--- config.mk ---
export PLATFORM = sky130hd
export DESIGN_NAME = hdr_hunt_rx
export DESIGN_NICKNAME = d
export VERILOG_FILES = /design/src/rtl/hdr_hunt_pkg.sv /design/src/rtl/hdr_hunt_ctrl.sv /design/src/rtl/hdr_hunt_dp.sv /design/src/rtl/hdr_hunt_rx.sv
export SDC_FILE = /design/constraint.sdc
export NUM_CORES = 1
export LEC_CHECK = 0
export CAP_MARGIN = 20
export CELL_PAD_IN_SITES_DETAIL_PLACEMENT = 2
export CELL_PAD_IN_SITES_GLOBAL_PLACEMENT = 2
export CORE_ASPECT_RATIO = 1.4
export CORE_MARGIN = 1.5
export CORE_UTILIZATION = 29
export DETAILED_ROUTE_END_ITERATION = 16
export PLACE_DENSITY = 0.85
export SYNTH_ARGS = -nofsm -noshare
export SYNTH_HDL_FRONTEND = slang
export SYNTH_SLANG_ARGS = --single-unit
--- constraint.sdc ---
create_clock -name clk -period 2.3 [get_ports clk]
set_input_delay 0.575 -clock clk [delete_from_list [all_inputs] [get_ports clk]]
set_output_delay 0.575 -clock clk [all_outputs]
set_load 0.05 [all_outputs]
--- src/rtl/hdr_hunt_pkg.sv ---
package hdr_hunt_pkg;

  typedef enum logic [1:0] {
    ST_IDLE    = 2'd0,
    ST_HUNT    = 2'd1,
    ST_CAPTURE = 2'd2,
    ST_DONE    = 2'd3
  } huntState_e;

  // strobes from control to datapath
  typedef struct packed {
    logic load;     // capture configuration, clear counters
    logic issue;    // one filler byte requested this cycle
    logic discard;  // a non-header byte dropped while hunting
    logic capture;  // a payload byte taken
  } dpStrobe_t;

  // status from datapath to control
  typedef struct packed {
    logic hdrMatch;   // current received byte equals header
    logic countZero;  // nothing left to deliver
    logic lastByte;   // exactly one byte left
    logic limitHit;   // this discard reaches the limit
    logic pending;    // a filler byte is outstanding
  } dpStatus_t;

endpackage

--- src/rtl/hdr_hunt_ctrl.sv ---
module hdr_hunt_ctrl
  import hdr_hunt_pkg::*;
(
  input  logic      clk,
  input  logic      rstN,
  input  logic      startPulse,
  input  logic      rxValid,
  input  dpStatus_t stat,
  output dpStrobe_t strb,
  output logic      busy,
  output logic      done,
  output logic      hdrMiss
);

  huntState_e state, stateNxt;
  logic       errReg;
  logic       errSet;

  always_comb begin
    stateNxt = state;
    strb     = '0;
    errSet   = 1'b0;
    case (state)
      ST_IDLE: begin
        if (startPulse) begin
          strb.load = 1'b1;
          stateNxt  = ST_HUNT;
        end
      end
      ST_HUNT: begin
        strb.issue = !stat.pending;
        if (rxValid) begin
          if (stat.hdrMatch) begin
            // header has priority over the limit on the same byte
            stateNxt = stat.countZero ? ST_DONE : ST_CAPTURE;
          end else begin
            strb.discard = 1'b1;
            if (stat.limitHit) begin
              stateNxt = ST_DONE;
              errSet   = 1'b1;
            end
          end
        end
      end
      ST_CAPTURE: begin
        strb.issue = !stat.pending;
        if (rxValid) begin
          strb.capture = 1'b1;
          if (stat.lastByte) stateNxt = ST_DONE;
        end
      end
      ST_DONE: stateNxt = ST_IDLE;
      default: stateNxt = ST_IDLE;
    endcase
  end

  always_ff @(posedge clk) begin
    if (!rstN) begin
      state  <= ST_IDLE;
      errReg <= 1'b0;
    end else begin
      state <= stateNxt;
      if (strb.load)   errReg <= 1'b0;
      else if (errSet) errReg <= 1'b1;
    end
  end

  assign busy    = (state != ST_IDLE);
  assign done    = (state == ST_DONE);
  assign hdrMiss = (state == ST_DONE) && errReg;

endmodule

--- src/rtl/hdr_hunt_dp.sv ---
module hdr_hunt_dp
  import hdr_hunt_pkg::*;
#(
  parameter int CNT_W = 16,
  parameter int LIM_W = 8
) (
  input  logic             clk,
  input  logic             rstN,
  input  dpStrobe_t        strb,
  input  logic [CNT_W-1:0] byteCount,
  input  logic [7:0]       headerByte,
  input  logic [LIM_W-1:0] discardLimit,
  input  logic             rxValid,
  input  logic [7:0]       rxData,
  output dpStatus_t        stat,
  output logic             outValid,
  output logic [7:0]       outData
);

  logic [7:0]       hdrReg;
  logic [CNT_W-1:0] remainCnt;
  logic [LIM_W-1:0] limReg;
  logic [LIM_W-1:0] dropCnt;
  logic             pendReg;

  // configuration and counters
  always_ff @(posedge clk) begin
    if (!rstN) begin
      hdrReg    <= '0;
      remainCnt <= '0;
      limReg    <= '0;
      dropCnt   <= '0;
    end else if (strb.load) begin
      hdrReg    <= headerByte;
      remainCnt <= byteCount;
      limReg    <= discardLimit;
      dropCnt   <= '0;
    end else begin
      if (strb.capture) remainCnt <= remainCnt - CNT_W'(1);
      if (strb.discard) dropCnt   <= dropCnt + LIM_W'(1);
    end
  end

  // single outstanding filler byte
  always_ff @(posedge clk) begin
    if (!rstN)           pendReg <= 1'b0;
    else if (strb.load)  pendReg <= 1'b0;
    else if (strb.issue) pendReg <= 1'b1;
    else if (rxValid)    pendReg <= 1'b0;
  end

  // registered output stream
  always_ff @(posedge clk) begin
    if (!rstN) begin
      outValid <= 1'b0;
      outData  <= '0;
    end else begin
      outValid <= strb.capture;
      if (strb.capture) outData <= rxData;
    end
  end

  always_comb begin
    stat.hdrMatch  = (rxData == hdrReg);
    stat.countZero = (remainCnt == '0);
    stat.lastByte  = (remainCnt == CNT_W'(1));
    stat.limitHit  = (limReg != '0) && (dropCnt == (limReg - LIM_W'(1)));
    stat.pending   = pendReg;
  end

endmodule

--- src/rtl/hdr_hunt_rx.sv ---
module hdr_hunt_rx
  import hdr_hunt_pkg::*;
#(
  parameter int         CNT_W     = 16,
  parameter int         LIM_W     = 8,
  parameter logic [7:0] FILL_BYTE = 8'hFF
) (
  input  logic             clk,
  input  logic             rstN,
  input  logic             startPulse,
  input  logic [CNT_W-1:0] byteCount,
  input  logic [7:0]       headerByte,
  input  logic [LIM_W-1:0] discardLimit,
  input  logic             rxValid,
  input  logic [7:0]       rxData,
  output logic             txReq,
  output logic [7:0]       txByte,
  output logic             outValid,
  output logic [7:0]       outData,
  output logic             busy,
  output logic             done,
  output logic             hdrMiss
);

  dpStrobe_t strb;
  dpStatus_t stat;

  hdr_hunt_ctrl u_ctrl (
    .clk        (clk),
    .rstN       (rstN),
    .startPulse (startPulse),
    .rxValid    (rxValid),
    .stat       (stat),
    .strb       (strb),
    .busy       (busy),
    .done       (done),
    .hdrMiss    (hdrMiss)
  );

  hdr_hunt_dp #(
    .CNT_W (CNT_W),
    .LIM_W (LIM_W)
  ) u_dp (
    .clk          (clk),
    .rstN         (rstN),
    .strb         (strb),
    .byteCount    (byteCount),
    .headerByte   (headerByte),
    .discardLimit (discardLimit),
    .rxValid      (rxValid),
    .rxData       (rxData),
    .stat         (stat),
    .outValid     (outValid),
    .outData      (outData)
  );

  assign txReq  = strb.issue;
  assign txByte = FILL_BYTE;

endmodule

==> out/summary.md, run 1 <==
Root buffer cell: clkbuf_16. The first global-routing pass estimated 14,400 um of wire. The tool flagged a number of max-cap violations equal to 0. Relative max-transition margin: 60.2%. Along the worst path, the maximum fanout reaches 4.

The number of design rule violations left after detail routing is 0. Cell taking the most area after synthesis: dfxtp_1. The path type of the worst min-delay path is reg -> reg. The transition time at the pin with the least slew margin is 0.595 ns, and the number of instances in the synthesized netlist is 336. For this run, the top clock speed supported by timing is 453 MHz. The flow ran to the end, and the final reports show no timing, DRC or antenna violations.

Across the routed clock network, the largest skew measured is 0.00865 ns. The signal on the critical path passes through inv_1 -> ha_1 -> xnor2_1 -> a211oi_1 -> nand3_1 -> nor4_2 -> buf_4 -> a211o_1 -> o211ai_2. The H-tree was split into 2 levels. Data arrives at the worst endpoint at 2.40 ns.

Summing the sequential cell areas from Yosys gives 38.1% of the chip area. After clock tree synthesis, the clock-pin slew on the worst setup and hold paths is 0.08 ns. The overall die height is 119 um, and the aggregate global routing overflow is 0.

The number of buffer cells added on primary ports is 56. TritonCTS built the clock tree. The fraction of registers with async set/reset was 0%; the number of different library cells in the post-synthesis netlist was 53. The number of vias after detailed routing was 2,631. Sink of the worst hold path: u_dp.outData[1]. The layout overhead on the synthesized area came out at 33.5%. The critical path is of the reg -> reg type. For the worst setup path, the data required time is 2.49 ns.

The origin of the critical flop-to-flop path is u_dp.limReg[0]. The final critical path takes up 96.0% of the cycle. After synthesis, the mean cell area works out to 8.30 sq um.

For the number of detailed-routing iterations run before antenna repair, the log shows 4. Yosys mapped a number of flops with a built-in enable equal to 0. Once detailed placement completed, the half-perimeter wirelength came to 6730 um. The final wirelength was 8850 um; the hold-critical path depth was 2. The number of antenna diodes in the final layout is 0. The tools report the launch instance of the worst min-delay path as u_dp.outData[1]. The tools report the initial antenna violation count as 0. TritonCTS created 5 clock buffers. The logs give 0 for the post-detailed-route count of antenna-violating nets and 0.30 ns for the latest clock arrival within the worst-skew pair. The initial DRC count was 53. The cell area that synthesis handed to floorplanning was 0.00279 sq mm. On the worst path, the slowest cell contributes a delay of 0.40 ns. Clock tree synthesis found a total of 53 sinks. The largest individual stage delay along the critical path comes from the cell nor4_2.

Setup violations remaining at the end of the flow were counted as 0. From left edge to right edge, the die measures 85.9 um. Setup slack on the worst reg-to-reg path comes out at 0.09 ns.

The tools report the reported leakage power as 1.38 nW. The placeable core region was 0.00941 sq mm. The clock period minus final worst setup slack was 2.21 ns.

The logs give 0 for the number of pins with negative max-slew slack in the final report and 18.2% for the global-route total usage across every layer. The initial utilization of the core area, before any placement, comes to 29.6%. For this design the ratio of total power to cell area is 1020 mW/mm^2. The number of warning messages in the yosys log is 0. At the end of the flow, the number of nets in the layout was 454. The top cell type by area accounts for 38.1% of the synthesized area. The tools report the weighted congestion reported at the end of routability-driven placement as 0.836. The number of hold violations in the final report came out at 0. After detailed routing, the average wire length per cell comes to 17.3 um. The logs give 2,877 for the number of global-route vias before repair and 2 for the deepest clock path buffer count. For this run, the leading register cell type out of synthesis is dfxtp_1.

After synthesis the netlist holds a flip-flop and latch count of 53. The type of element capturing the critical path is a flop. Endpoint of the most critical register-to-register path: u_ctrl.state[1]. For the largest vdd supply drop, the log shows 0.000437 V.

The largest net degree at the start of global routing came out at 40. The completed layout was analyzed and its total power is 3.81 mW. The tools report the worst hold slack after final layout as 0.468 ns. The floorplan has 42 rows. In the routed layout, each cell is associated on average with a via count of 5.15.

In the post-synthesis netlist, the biggest area contributors are dfxtp_1 (38%), nand2_1 (7.8%), xnor2_1 (6.9%), a21oi_1 (5.0%), ha_1 (4.5%). The worst setup path is launched from a flop. The die covers 0.0102 sq mm.

The post-route netlist has 10.7% of its cells at a drive strength greater than 1. Pin placement for this block handled 65 I/O pins. The worst register-to-register path has a depth of 9.
critical path, delay by kind of cell, from the launching register on:
kind            cells  cell delay (ns)
flops               1             0.35
compound gates      3             0.51
xor+xnor            1             0.12
fa+ha+maj           1             0.30
simple gates        2             0.55
buf+inv             2             0.27
flip-flops by register name (all words and copies together), names as in the netlist:
signal          cells
u_dp.remainCnt     16
u_dp.dropCnt        8
u_dp.hdrReg         8
u_dp.limReg         8
u_dp.outData        8
u_ctrl.state        2
u_ctrl.errReg       1
u_dp.outValid       1
u_dp.pendReg        1
per-layer routing:
| layer | vias up | GRT usage [%] | wire [um] |
|---|---|---|---|
| met4 | 0 | 7.16 | 219 |
| met5 | - | 0 | 0 |
| met2 | 47 | 36.2 | 5160 |
| met3 | 13 | 2.98 | 206 |
| met1 | 1298 | 18.2 | 3270 |
| li1 | 1273 | - | - |
per-stage QoR:
stage,instances,setup TNS (ns),util (%),area [sq um],setup slack (ns)
floorplan,343,0,-,2810,0.232
global placement,503,-0.299,37.7,3550,-0.107
detailed placement,503,-0.968,37.7,3550,-0.203
CTS,511,0,39.3,3700,0.0537
global route,511,-0.0205,39.6,3720,-0.0205
finish,511,0,39.6,3720,0.0909
kinds of logic (layout without fill, tap and decap cells):
kind of cell             Yosys count  in the layout  synth area share [%]
AND/OR/NAND/NOR                  136            136                  24.3
XOR/XNOR                          34             34                  10.7
AO/OA/AOI/OAI                     67             67                  15.8
adder cells (fa/ha/maj)           10             10                  4.49
buffers and inverters             32             90                  5.39
flip-flops                        53             53                  38.1
other                              1              8                 0.135
multiplexers                       3              3                  1.12
timing repair:
action,in CTS,in global routing
endpoints found under the setup margin,0,5
setup buffers,0,0
hold buffers,0,0
resized for setup,0,5
cells in the final DEF, fill, tap and decap left out, drive strengths merged, types with 2 or more instances in the layout:
| master | instances |
|---|---|
| inv | 10 |
| clkdlybuf4s50 | 52 |
| a311oi | 3 |
| nand4 | 6 |
| o21ai | 6 |
| xnor2 | 22 |
| nor3 | 7 |
| xor2 | 12 |
| or3 | 3 |
| buf | 21 |
| dfxtp | 53 |
| a21oi | 28 |
| nor2b | 2 |
| nand3 | 5 |
| conb | 8 |
| ha | 10 |
| nand2 | 59 |
| a211o | 2 |
| nand2b | 3 |
| a211oi | 14 |
| nor2 | 30 |
| and2 | 4 |
| and3 | 3 |
| nor4 | 5 |
| mux2i | 2 |
| or4 | 4 |
| o211ai | 3 |
| clkbuf | 5 |
worst max-delay path by stage:
| stage | start | to | slack, ns | cells after the start |
|---|---|---|---|---|
| final | u_dp.limReg[0] | u_ctrl.state[1] | 0.09 | 9 |
| after global routing | u_dp.limReg[1] | u_ctrl.state[1] | -0.02 | 9 |
| after CTS | u_ctrl.state[0] | txReq | 0.05 | 4 |
| after detailed placement | rxValid | u_dp.remainCnt[13] | -0.20 | 7 |
| after global placement | rxValid | u_dp.remainCnt[15] | -0.11 | 7 |
| after floorplan | u_ctrl.state[0] | txReq | 0.23 | 3 |
area by class of cell:
class / count / area [sq um]
tap: 110 / 138
clock buffer: 5 / 125
timing repair buffer: 73 / 716
multi-input combinational: 258 / 1630
clock inverter: 3 / 21.3
sequential: 53 / 1060
inverter: 9 / 33.8
fill: 1046 / 5690
where the power goes:
| part | internal (mW) | switching (mW) |
|---|---|---|
| logic | 0.748 | 0.984 |
| registers | 1.10 | 0.203 |
| clock network | 0.406 | 0.368 |
| total | 2.25 | 1.56 |
Yosys cell counts (3+ instances only):
library cell,n
clkbuf_1,14
and2_1,4
nor2_1,30
ha_1,10
a21oi_1,28
dfxtp_1,53
nor3_1,4
xor2_1,12
inv_1,9
nand2_1,58
a211oi_1,14
a311oi_1,3
nand3_1,5
xnor2_1,22
o21ai_0,5
nand4_1,6
buf_4,8
or3_1,3
nor4_1,4
and3_1,3
Power figures use the tool's default switching activity.
==> inputs of run 2 (changes only) <==
- GPL_ROUTABILITY_DRIVEN: unset -> 0
==> results of run 2 <==
No change in the layout: final DEF, timing and power equal those of run 1.
==> inputs of run 3 (changes only) <==
- CTS_CLUSTER_SIZE: unset -> 8
- PLACE_DENSITY: 0.85 -> unset
- PLACE_DENSITY_LB_ADDON: unset -> 0.12
==> run 3 against run 2 <==
  * Clock skew decreased by 0.0056 ns
  * Sequential share of layout area decreased by 0.15 points
  * First-iteration DRC count increased by 68%
  * Cell area increased by 0.54%
  * Critical endpoint is now txReq
  * Largest cell class unchanged
==> out/summary.md, run 3 (same netlist as run 1, synthesis figures left out) <==
The logs give 2,816 (-2.1%) for the number of global-route vias before repair and 0.0102 sq mm (unchanged) for the die area. The reported leakage power is 1.40 nW (+1.0%), and the transition time at the pin with the least slew margin is 0.505 ns (-0.0898 ns). The starting density of the core was 29.6% (unchanged); the via density per instance was 5.10 (-1.0%). The final net count came out at 454 (unchanged). For the number of max-capacitance violations reported, the log shows 0 (unchanged). The run finished with clean final reports.

The number of buffers inserted during clock tree synthesis came out at 5 (unchanged). Portion of total power attributed to the clock network: 22.1% (+1.8 points). Relative max-transition margin: 66.2% (+6.0 points).

The number of cell instances on the worst register-to-register path was 6 (-3). Number of hold violations in the final report: 0 (unchanged). The post-CTS setup buffer count is 0 (unchanged), and the clock period minus final worst setup slack is 2.17 ns (-0.0351 ns). The tools report the footprint of the flip-flops and latches as 0.00106 sq mm (unchanged). The maximum clock rate was 460 MHz (+1.6%); the hold-critical path depth was 2 (unchanged).

The area of the multi-input gates is 0.00163 sq mm (+0.38%), and the global-route total usage across every layer is 17.7% (-0.56 points). The number of setup violations in the final report is 0 (unchanged). The latest clock arrival within the worst-skew pair came out at 0.29 ns (about the same). TritonCTS built the clock tree. The logs give 1.52 mW (-2.4%) for the switching power of the nets and 8460 um (-4.4%) for the final wirelength. The power density normalized to cell area works out to 1040 mW/mm^2 (+1.3%). The run gives 3.88 mW (+1.8%) as the overall power after layout. The run gives 0 (unchanged) as the number of design rule violations left after detail routing.

Number of top-level design ports: 65 (unchanged). The number of buffer cells added on primary ports was 56 (unchanged). STA classifies the critical path startpoint as a flop. The CTS sink count was 53 (unchanged); the initial antenna violation count was 0 (unchanged).

The share of post-route cells with drive strength above 1 was 10.5% (-0.22 points); the number of pins with negative max-slew slack in the final report was 0 (unchanged). The reg-to-reg setup timing slack was 0.14 ns (+0.05 ns); the mean routed wirelength per cell was 16.6 um (-4.2%). The path type of the worst min-delay path is reg -> reg. The tools report the H-tree depth as 2 (unchanged). The total cell area at the placement stage was 0.00355 sq mm (unchanged); the largest net degree at the start of global routing was 36 (-10%). The layout overhead on the synthesized area came out at 34.2%. The count of standard-cell rows was 42 (unchanged).

The number of vias after detailed routing came out at 2,599 (-1.2%). The tools report the initial DRC count as 89 (+68%). The logs give 0.000375 V (-14%) for the largest vdd supply drop and 2 (unchanged) for the deepest clock path buffer count. Final cell area excluding filler cells: 0.00374 sq mm (+0.54%). The overall die height was 119 um (unchanged); the number of detailed-routing iterations run before antenna repair was 3 (-1). The aggregate global routing overflow is 0 (unchanged). The run gives 33.4% (-0.8 points) as the sequential share of power. The filler cell count is 1,071 (+2.4%), and the fraction of power spent switching nets is 39.2% (-1.7 points). The tools report the final worst clock skew as 0.00301 ns (-0.00565 ns). Setup repair after global routing left no endpoint under its margin. Most frequent standard cell in the layout excluding fill and tap cells: nand2_1.

The maximum fanout along the worst path came out at 5 (+1). The critical path is of the reg -> out type. The cell internal power dissipation was 2.36 mW (+4.7%); the final worst-path cycle share was 94.5% (-1.5 points). The register with the most flip-flops was u_dp.remainCnt.

The logs give 1.60 ns (-0.80 ns) for the critical path data arrival time and 6510 um (-3.3%) for the half-perimeter wire length of the detailed placement result. The wire length of the first global-routing pass is 14,200 um (-1.4%). The post-detailed-route count of antenna-violating nets is 0 (unchanged), and the number of inserted diodes is 0 (unchanged).

The placeable core region is 0.00941 sq mm (unchanged), and the required time reported for the critical path endpoint is 1.73 ns (-0.76 ns). The type of element capturing the critical path was a primary output. The root buffer cell was clkbuf_16. The width of the chip was 85.9 um (unchanged). The number of hold buffers added after cts was 0 (unchanged). In the layout the commonest cells are nand2_1 (58), dfxtp_1 (53), clkdlybuf4s50_1 (52).

The combinational fraction of design power was 44.6% (-0.9 points); the clock-pin slew on the worst setup and hold paths was 0.07 ns (about the same). The number of flip-flops in the largest register works out to 16 (unchanged).
[run 3: changes by cell type in the layout (fill, tap and decap cells not counted)]
| cell | before | now |
|---|---|---|
| a2111oi_2 | 1 | 0 |
| a2111oi_4 | 0 | 1 |
| bufinv_16 | 0 | 1 |
| clkinvlp_4 | 1 | 0 |
| inv_6 | 1 | 0 |
| nor2b_1 | 1 | 2 |
| nor2b_2 | 1 | 0 |
| nor3_1 | 4 | 3 |
| nor3_2 | 2 | 3 |
| nor4_2 | 1 | 2 |
| nor4_4 | 1 | 0 |
[run 3: final cells by class]
class                   instances  area share, %
flip-flops and latches         53           28.4
clock inverters                 2          0.936
repair buffers                 73           19.1
multi-input cells             258           43.6
well taps                     110           3.68
inverters                       9          0.903
clock buffers                   5           3.34
[run 3: worst max-delay path: stages, from the launching register on]
cell and delay (ns):
dfxtp_1 0.43, inv_1 0.11, ha_1 0.35, nor2b_1 0.24, buf_12 0.17
[run 3: metal layers]
layer	vias to the layer above	wire length, um	track usage, %
met3	12	175	2.56
li1	1268	-	-
met5	-	0	0
met4	0	193	5.65
met2	36	4860	34.5
met1	1283	3240	18.8
[run 3: path summary, 6_finish.rpt]
path | startpoint | end
setup / recovery | u_ctrl.state[1] | txReq
hold reg to reg | u_dp.outData[6] | u_dp.outData[6]
hold / removal | u_dp.outData[6] | u_dp.outData[6]
setup reg to reg | u_dp.remainCnt[11] | u_ctrl.state[1]
[run 3: per-stage QoR]
| step | instances | TNS (ns) | utilization [%] | hold slack [ns] | worst slack, ns |
|---|---|---|---|---|---|
| 3_3_place_gp | 503 | -0.381 | 37.7 | 0.448 | -0.117 |
| 6_report | 510 | 0 | 39.8 | 0.461 | 0.126 |
| 5_1_grt | 510 | 0 | 39.8 | 0.479 | 0.00857 |
| 3_5_place_dp | 503 | -1.35 | 37.7 | 0.454 | -0.207 |
| 4_1_cts | 510 | 0 | 39.5 | 0.465 | 0.000631 |
| 2_1_floorplan | 343 | 0 | - | 0.428 | 0.232 |
[run 3: repair_timing]
action	CTS	global route
setup endpoints to repair	3	3
pin swaps	0	0
cloned	0	0
resized for setup	2	3
[run 3: power groups by stage]
| stage | clock [mW] | sequential (mW) | combinational (mW) |
|---|---|---|---|
| after floorplan | 0 | 1.32 | 1.05 |
| after global placement | 0 | 1.30 | 1.67 |
| after detailed placement | 0 | 1.31 | 1.72 |
| after CTS | 0.886 | 1.30 | 1.75 |
| after global routing | 0.921 | 1.32 | 1.90 |
| final | 0.855 | 1.29 | 1.73 |
